**src/rtl/usb_link_pkg.sv**
```systemverilog
package usb_link_pkg;

    typedef enum logic [2:0] {
        LS_DETACHED     = 3'd0,
        LS_POWERED      = 3'd1,
        LS_POWERED_SUSP = 3'd2,
        LS_ACTIVE_NOSOF = 3'd3,
        LS_ACTIVE       = 3'd4,
        LS_SUSPENDED    = 3'd5,
        LS_RESUMING     = 3'd6
    } link_state_e;

    typedef enum logic [1:0] {
        LINE_SE0  = 2'd0,
        LINE_J    = 2'd1,
        LINE_NONJ = 2'd2
    } line_e;

    typedef struct packed {
        logic host_lost;
        logic resume;
        logic suspend;
        logic bus_reset;
        logic detach;
    } link_events_t;

    localparam int unsigned NUM_TIMERS = 3;
    localparam int unsigned TMR_SE0    = 0;
    localparam int unsigned TMR_IDLE   = 1;
    localparam int unsigned TMR_FRAME  = 2;

    function automatic line_e classify_line(input logic se0, input logic j);
        if (se0)    return LINE_SE0;
        else if (j) return LINE_J;
        else        return LINE_NONJ;
    endfunction

    function automatic logic is_suspended(input link_state_e s);
        return (s == LS_POWERED_SUSP) || (s == LS_SUSPENDED);
    endfunction

endpackage

```
**src/rtl/usb_link_run_timer.sv**
```systemverilog
module usb_link_run_timer #(
    parameter int unsigned LIMIT = 144
) (
    input  logic clk_i,
    input  logic rst_i,
    input  logic run_i,
    output logic expire_o
);
    localparam int unsigned CW = $clog2(LIMIT + 1);

    logic [CW-1:0] cnt_q;

    // Counts consecutive cycles with run_i high; saturates at LIMIT so the
    // expiry fires once per run.
    always_ff @(posedge clk_i) begin
        if (rst_i) begin
            cnt_q <= '0;
        end else if (!run_i) begin
            cnt_q <= '0;
        end else if (cnt_q != CW'(LIMIT)) begin
            cnt_q <= cnt_q + CW'(1);
        end
    end

    assign expire_o = run_i && (cnt_q == CW'(LIMIT - 1));

endmodule

```
**src/rtl/usb_link_fsm.sv**
```systemverilog
module usb_link_fsm
    import usb_link_pkg::*;
(
    input  logic         clk_i,
    input  logic         rst_i,
    input  logic         attached_i,
    input  line_e        line_i,
    input  logic         sof_i,
    input  logic         reset_fire_i,
    input  logic         idle_fire_i,
    input  logic         lost_fire_i,
    output link_state_e  state_o,
    output link_events_t events_o
);
    link_state_e  state_q, state_d;
    link_events_t ev_q, ev_d;

    always_comb begin
        state_d = state_q;
        ev_d    = '0;
        if (!attached_i) begin
            state_d     = LS_DETACHED;
            ev_d.detach = (state_q != LS_DETACHED);
        end else if (reset_fire_i) begin
            state_d        = LS_ACTIVE_NOSOF;
            ev_d.bus_reset = 1'b1;
            ev_d.host_lost = lost_fire_i;
        end else begin
            ev_d.host_lost = lost_fire_i;
            unique case (state_q)
                LS_DETACHED: state_d = LS_POWERED;
                LS_POWERED: begin
                    if (idle_fire_i) begin
                        state_d      = LS_POWERED_SUSP;
                        ev_d.suspend = 1'b1;
                    end
                end
                LS_POWERED_SUSP: begin
                    if (line_i != LINE_J) begin
                        state_d     = LS_POWERED;
                        ev_d.resume = 1'b1;
                    end
                end
                LS_ACTIVE_NOSOF: begin
                    if (idle_fire_i) begin
                        state_d      = LS_SUSPENDED;
                        ev_d.suspend = 1'b1;
                    end else if (sof_i) begin
                        state_d = LS_ACTIVE;
                    end
                end
                LS_ACTIVE: begin
                    if (idle_fire_i) begin
                        state_d      = LS_SUSPENDED;
                        ev_d.suspend = 1'b1;
                    end
                end
                LS_SUSPENDED: begin
                    if (line_i != LINE_J) begin
                        state_d     = LS_RESUMING;
                        ev_d.resume = 1'b1;
                    end
                end
                LS_RESUMING: begin
                    if (line_i == LINE_J) state_d = LS_ACTIVE_NOSOF;
                end
                default: state_d = LS_DETACHED;
            endcase
        end
    end

    always_ff @(posedge clk_i) begin
        if (rst_i) begin
            state_q <= LS_DETACHED;
            ev_q    <= '0;
        end else begin
            state_q <= state_d;
            ev_q    <= ev_d;
        end
    end

    assign state_o  = state_q;
    assign events_o = ev_q;

endmodule

```
**src/rtl/usb_link_state.sv**
```systemverilog
module usb_link_state
    import usb_link_pkg::*;
#(
    parameter int unsigned RESET_CYCLES   = 144,
    parameter int unsigned SUSPEND_CYCLES = 144000,
    parameter int unsigned FRAME_CYCLES   = 48000,
    parameter int unsigned LOST_FRAMES    = 4
) (
    input  logic       clk_i,
    input  logic       rst_i,
    input  logic       vbus_sense_i,
    input  logic       pullup_en_i,
    input  logic       line_se0_i,
    input  logic       line_j_i,
    input  logic       sof_i,
    input  logic       rx_enable_req_i,
    output logic [2:0] link_state_o,
    output logic       ev_detach_o,
    output logic       ev_bus_reset_o,
    output logic       ev_suspend_o,
    output logic       ev_resume_o,
    output logic       ev_host_lost_o,
    output logic       suspend_o,
    output logic       rx_enable_o
);
    localparam int unsigned LOST_CYCLES = FRAME_CYCLES * LOST_FRAMES;
    localparam int unsigned TMR_LIMIT [NUM_TIMERS] =
        '{RESET_CYCLES, SUSPEND_CYCLES, LOST_CYCLES};

    logic                  attached;
    line_e                 line;
    link_state_e           state;
    link_events_t          events;
    logic [NUM_TIMERS-1:0] tmr_run;
    logic [NUM_TIMERS-1:0] tmr_fire;

    assign attached = vbus_sense_i && pullup_en_i;
    assign line     = classify_line(line_se0_i, line_j_i);

    assign tmr_run[TMR_SE0]   = attached && (line == LINE_SE0);
    assign tmr_run[TMR_IDLE]  = attached && (line == LINE_J);
    assign tmr_run[TMR_FRAME] = attached && (state == LS_ACTIVE) && !sof_i;

    for (genvar g = 0; g < NUM_TIMERS; g++) begin : g_tmr
        usb_link_run_timer #(
            .LIMIT (TMR_LIMIT[g])
        ) u_tmr (
            .clk_i    (clk_i),
            .rst_i    (rst_i),
            .run_i    (tmr_run[g]),
            .expire_o (tmr_fire[g])
        );
    end

    usb_link_fsm u_fsm (
        .clk_i        (clk_i),
        .rst_i        (rst_i),
        .attached_i   (attached),
        .line_i       (line),
        .sof_i        (sof_i),
        .reset_fire_i (tmr_fire[TMR_SE0]),
        .idle_fire_i  (tmr_fire[TMR_IDLE]),
        .lost_fire_i  (tmr_fire[TMR_FRAME]),
        .state_o      (state),
        .events_o     (events)
    );

    assign link_state_o   = state;
    assign ev_detach_o    = events.detach;
    assign ev_bus_reset_o = events.bus_reset;
    assign ev_suspend_o   = events.suspend;
    assign ev_resume_o    = events.resume;
    assign ev_host_lost_o = events.host_lost;
    assign suspend_o      = is_suspended(state);
    assign rx_enable_o    = rx_enable_req_i && !suspend_o;

endmodule

```
**config.mk**
```make
export PLATFORM = sky130hd
export DESIGN_NAME = usb_link_state
export DESIGN_NICKNAME = d
export VERILOG_FILES = /design/src/rtl/usb_link_pkg.sv /design/src/rtl/usb_link_run_timer.sv /design/src/rtl/usb_link_fsm.sv /design/src/rtl/usb_link_state.sv
export SDC_FILE = /design/constraint.sdc
export NUM_CORES = 1
export LEC_CHECK = 0
export BUFFER_PORTS_ARGS = -buffer_cell sky130_fd_sc_hd__buf_2
export CAP_MARGIN = 40
export CORE_UTILIZATION = 60
export CTS_BUF_LIST = sky130_fd_sc_hd__clkbuf_8
export DETAILED_ROUTE_END_ITERATION = 16
export GPL_ROUTABILITY_DRIVEN = 1
export PLACE_DENSITY = 0.79
export SETUP_SLACK_MARGIN = 0.3
export SYNTH_ARGS = -nofsm -noshare
export SYNTH_HDL_FRONTEND = slang
export SYNTH_SLANG_ARGS = --single-unit
```
**constraint.sdc**
```tcl
create_clock -name clk_i -period 2.7 [get_ports clk_i]
set_clock_uncertainty 0.2 [all_clocks]
set_input_delay 0.54 -clock clk_i [delete_from_list [all_inputs] [get_ports clk_i]]
set_output_delay 0.54 -clock clk_i [all_outputs]
set_load 0.01 [all_outputs]
```
==> flow_summary.toml, run 1 <==
[die]
dieArea_mm2 = 0.00459
row_count = 23
die_h_um = 67.8
die_width_um = 67.8
initial_core_util = 0.635
core-area_mm2 = 0.00409
pin_count = 18

[detailed_routing]
dr.first_iter.drc_count = 169
antenna_left = 0
drt-total-wl_um = 4980
post_drt_wl_per_cell_um = 13.3
dr_total_vias = 2230
drt_pass1_iterations = 4
drcViolationCount = 0
avgViaCountPerCell = 5.98

[logic_synthesis]
ys_top_cells_by_area = "dfxtp_1 40%, nor2_1 4.5%, nand3_1 4.4%"
synth_nets = 321
synth_compound_area_frac = 0.112
yosysTopAreaCell = "dfxtp_1"
ys.flop_type = "dfxtp_1"
seq_area_frac_synth = 0.401
synth_adder_area_share = 0.0328
ys_warn_count = 0
yosys.area_share.simple = 0.327
synth.most_common_cell = "dfxtp_1"
synth_common_cells = "52 x dfxtp_1, 31 x nor2_1, 23 x nand3_1"
synth_top_area_frac = 0.401
ys_async_sr_fraction = 0
synth_top_family_by_area = "simple AND/OR/NAND/NOR gates"
synth.avg_cell_area_um2 = 8.45
post_synth_num_cell_types = 49
synthCells = 307
synth-edff-count = 0
ys_seq_elements = 52
synth_area_mm2 = 0.00259
synth.area.mux_share = 0.00386
synthXorXnorAreaFrac = 0.0810

[power_and_ir_drop]
power.total_uw = 1240
power.density_mw_per_mm2 = 446
netSwitchingPower_uw = 259
p_comb_frac = 0.021
power.share.sequential = 0.620
swShare = 0.208
vdd.ir_drop.worst_mv = 0.325
power_leakage_uw = 0.000898
p_clk_frac = 0.358
p_int_uw = 984

[timing]
worstMarginPinSlew_ns = 0.551
report.final.slew_viol_count = 0
fin_setup_tns_ns = 0
rsz0062_at_grt = "no"
holdWs_ns = 0.219
max_freq_ghz = 0.451
maxSlewHeadroom = 0.633
setup_viol = 0
fin_crit_sh = 0.821
hold_viol_final = 0
fin_crit_ns = 2.22

[worst_setup_path]
arrival_ns = 1.48
crit_type = "flip-flop to output port"
required_ns = 1.96
cp-end-kind = "output port"
startpoint_type = "flip-flop"
path_max_fanout = 12

[cells_and_area]
fillers = 344
drive_above_1_share = 0.0991
diodes = 0
seqCellArea_mm2 = 0.00104
finalInstanceArea_mm2 = 0.00278
fin_util = 0.681
nets = 336
area_growth_pct = 7.28
multiInputGateArea_mm2 = 0.00144

[cts]
cts_hold_buf = 0
htree_levels = 2
cts_root_buf = "clkbuf_8"
clk_pin_slew_ns = 0.09
insertion_delay_ns = 0.29
clockBufferDepth = 2
cts_tree = "done"
numCtsBuffers = 5
cts_sinks = 52

[global_route]
grt_max_degree = 17
track_usage = 0.235
grt_pass1_wl_um = 8100
antenna_found_initial = 0
grt_pass1_vias = 1819
grt.overflow.total = 0

[placement]
placed_cell_area_mm2 = 0.00269
place_congestion = 0.852
io_buffers = 17
hpwl_um = 3550

[run_status]
outcome = "finished clean"

[flow_run]
max_cap_violations = 0

[min_path]
holdCritPathClass = "primary input to flip-flop"
## cell usage in the layout (no fill, tap or decap), types with 2 or more instances in the layout
cell type / n
a21oi_1: 21
clkinv_2: 2
dfxtp_1: 51
nor2_1: 31
nor2b_1: 5
nand2_1: 13
nand3_1: 23
nor3_1: 13
o21a_1: 2
or3_1: 11
o21ai_1: 7
nand3b_1: 2
buf_2: 17
nand2b_1: 5
nor4b_1: 3
or2_2: 2
nand4_1: 13
nand4b_1: 2
xnor2_1: 11
or4_1: 4
ha_1: 6
o21ai_0: 7
clkbuf_8: 6
nor4_1: 2
nor3b_1: 2
and4_1: 6
inv_1: 13
o31ai_1: 5
and3_1: 5
xor2_1: 13
## layer usage
layer,vias up,global-route usage,share of wire
met5,-,0,0
met4,0,0.0532,0.0048
li1,1133,-,-
met3,2,0.0507,0.045
met1,1031,0.321,0.49
met2,64,0.374,0.46
## power by group through the flow
| stage | Clock (uW) | Combinational, uW | Sequential [uW] |
|---|---|---|---|
| after floorplan | 0 | 14.2 | 788 |
| after global placement | 0 | 25.8 | 789 |
| after detailed placement | 0 | 26.0 | 789 |
| after CTS | 463 | 26.2 | 771 |
| after global routing | 495 | 29.7 | 771 |
| final | 445 | 26.4 | 771 |
## cells by family after synthesis
group | count (synthesis)
buf+inv | 23
flops | 52
xor+xnor | 24
fa+ha+maj | 7
mux | 1
compound gates | 50
simple gates | 150
## path summary, 6_finish.rpt
kind	cells after the start	slack, ns	start	to
hold reg to reg	2	0.30	g_tmr[1].u_tmr.cnt_q[17]	g_tmr[1].u_tmr.cnt_q[17]
setup reg to reg	5	0.56	g_tmr[1].u_tmr.cnt_q[0]	u_fsm.state_o[1]
hold / removal	2	0.22	rst_i	u_fsm.events_o[0]
setup / recovery	4	0.48	u_fsm.state_o[0]	rx_enable_o
## registers in the layout, indices dropped and copies added (netlist names)
signal             cells
g_tmr.u_tmr.cnt_q     44
u_fsm.state_o          3
u_fsm.events_o         5
## repair_timing
action	in CTS	in global routing
buffers inserted	0	0
resized for setup	0	1
hold endpoints to repair	0	0
setup endpoints to repair	0	1
## worst max-delay path, stage by stage, from the launching register on
cell and delay [ns]:
dfxtp_1 0.44, nor3b_1 0.32, a21oi_1 0.11, and2_1 0.18, buf_2 0.13
## through the flow
stage                     worst slack [ns]  instances
after floorplan                      0.770        307
after global placement               0.622        365
after detailed placement             0.584        365
after CTS                            0.419        373
after global routing                 0.364        373
final                                0.484        373
## final cells by class
class                      instances  area share
timing repair buffer              18      0.0333
inverter                          13      0.0175
multi-input combinational        232       0.519
clock inverter                     2     0.00360
clock buffer                       6      0.0297
sequential                        52       0.375
tap                               50      0.0225
(Power assumes the default switching activity.)
==> inputs of run 2 (changes only) <==
==> constraint.sdc (replaced) <==
create_clock -name clk_i -period 2.2 [get_ports clk_i]
set_clock_uncertainty 0.2 [all_clocks]
set_input_delay 0.44 -clock clk_i [delete_from_list [all_inputs] [get_ports clk_i]]
set_output_delay 0.44 -clock clk_i [all_outputs]
set_load 0.01 [all_outputs]
==> run 2 against run 1 <==
Via count up 5.2%. First-iteration DRC count rose by 1.8%. Power grew 34%. Non-clock buffer count up 15. Final area increased by 11%. Sequential share of layout area decreased by 2.6 points. Largest cell class unchanged. Combinational power increased by 69%. Worst hold slack lost 0.10 ns. Wire length up 15%. Sequential cell count unchanged. Worst setup slack worse by 0.21 ns. Global-route usage is 2.3 points higher.
==> flow_summary.toml, run 2 (same netlist as run 1, synthesis figures left out) <==
[cts]
cts_root_buf = "clkbuf_8"
clk_pin_slew_ns = 0.09
numCtsBuffers = 5
cts_tree = "done"
clockBufferDepth = 2
cts_sinks = 52
insertion_delay_ns = 0.30
htree_levels = 2

[detailed_routing]
drt_pass1_iterations = 5
antenna_left = 0
drcViolationCount = 0
post_drt_wl_per_cell_um = 14.8
dr.first_iter.drc_count = 172
avgViaCountPerCell = 6.03
drt-total-wl_um = 5740
dr_total_vias = 2346

[worst_setup_path]
crit_type = "flip-flop to output port"
startpoint_type = "flip-flop"
slowest_stage = "dfxtp_2"
path_cells = "buf_6, nor3b_4, a21oi_2, and2_1, buf_2"
required_ns = 1.56
r2r_slack_ns = 0.32
arrival_ns = 1.29
path_delay_family = "flip-flops"
cp-end-kind = "output port"
cp_slowest_stage_delay_ns = 0.34
path_max_fanout = 4
cp.buffers_inverters = 2

[timing]
final.setup.worst_slack_ns = 0.269
setup_viol = 0
max_freq_ghz = 0.518
rsz0062_at_grt = "yes"
maxSlewHeadroom = 0.733
hold_viol_final = 0
fin_crit_sh = 0.878
worstMarginPinSlew_ns = 0.395
fin_setup_tns_ns = 0
report.final.slew_viol_count = 0
fin_crit_ns = 1.93

[cells_and_area]
fin_util = 0.753
largest_reg_flops = 44
finalNonFillerCells = 389
fillers = 303
area_growth_pct = 18.6
nets = 352
drive_above_1_share = 0.221
diodes = 0
largest_register = "g_tmr.u_tmr.cnt_q"
layout_common_cells = "40 x dfxtp_1, 31 x nor2_1, 21 x nand3_1, 19 x a21oi_1, 17 x buf_2"
final_common_cell = "dfxtp_1"

[placement]
io_buffers = 17
place_congestion = 0.880
preCtsSetupSlack_ns = 0.180
hpwl_um = 3670
dp_cells = 370

[global_route]
grt_max_degree = 17
grt_pass1_wl_um = 9040
track_usage = 0.258
antenna_found_initial = 0
grt.overflow.total = 0
grt_pass1_vias = 2043

[power_and_ir_drop]
p_int_uw = 1330
p_comb_frac = 0.027
power_leakage_uw = 0.00103
netSwitchingPower_uw = 342
power.share.sequential = 0.562
swShare = 0.205
power.density_mw_per_mm2 = 542
vdd.ir_drop.worst_mv = 0.469
p_clk_frac = 0.411

[run_status]
outcome = "finished clean"

[die]
die_h_um = 67.8
pin_count = 18
core-area_mm2 = 0.00409
row_count = 23
die_width_um = 67.8
dieArea_mm2 = 0.00459
initial_core_util = 0.635

[min_path]
holdCritPathClass = "primary input to flip-flop"

[flow_run]
max_cap_violations = 0
==> run 2: cell count changes in the layout (fill, tap and decap cells not counted), sizes merged <==
cell / change
or3: +1
buf: +15
bufinv: +1
clkinv: -1
==> run 2: through the flow <==
| step | instance area, um2 | total power (uW) | hold WS, ns |
|---|---|---|---|
| after detailed placement | 2740 | 1000 | 0.285 |
| after floorplan | 2610 | 984 | 0.254 |
| final | 3080 | 1670 | 0.117 |
| after CTS | 2960 | 1680 | 0.114 |
| after global placement | 2740 | 1000 | 0.277 |
| after global routing | 3080 | 1710 | 0.134 |
==> run 2: cell type report <==
type	instances	area, um2	share of cell area
Multi-Input combinational cell	233	1560	0.507
Sequential cell	52	1070	0.348
Timing Repair Buffer	33	213	0.0692
Clock buffer	6	82.6	0.0269
Tap cell	50	62.6	0.0203
Inverter	13	48.8	0.0159
Clock inverter	2	38.8	0.0126
==> run 2: worst paths after layout <==
kind	start	endpoint	cells after the start
worst max-delay path	u_fsm.state_o[0]	rx_enable_o	5
worst min-delay path	rst_i	u_fsm.events_o[0]	2
worst max register to register	u_fsm.state_o[0]	u_fsm.state_o[0]	6
worst min register to register	g_tmr[2].u_tmr.cnt_q[9]	u_fsm.events_o[4]	1
==> run 2: worst register-to-register path: stages, from the launching register on <==
cell and delay [ns]:
dfxtp_2 0.34, buf_6 0.12, buf_4 0.13, buf_4 0.15, maj3_1 0.32, a221oi_1 0.34, a31o_1 0.22
==> run 2: repair_timing <==
item / CTS / global route
endpoints found under the hold margin: 0 / 0
setup endpoints to repair: 24 / 17
pin swaps: 6 / 6
hold buffers: 0 / 0
resized for setup: 22 / 19
setup buffers: 4 / 6
gates cloned: 0 / 1
==> run 2: routing by layer <==
metal	GRT usage	share of wire	vias up
li1	-	-	1176
met1	0.348	0.46	1099
met2	0.412	0.48	63
met3	0.0473	0.047	8
met4	0.0798	0.011	0
met5	0	0	-
==> run 2: power by group through the flow <==
stage,Combinational [uW],Clock (uW),Sequential (uW)
6_report,44.6,686,937
5_1_grt,49.7,725,938
4_1_cts,40.6,699,939
3_5_place_dp,36.8,0,966
3_3_place_gp,35.9,0,966
2_1_floorplan,17.5,0,967
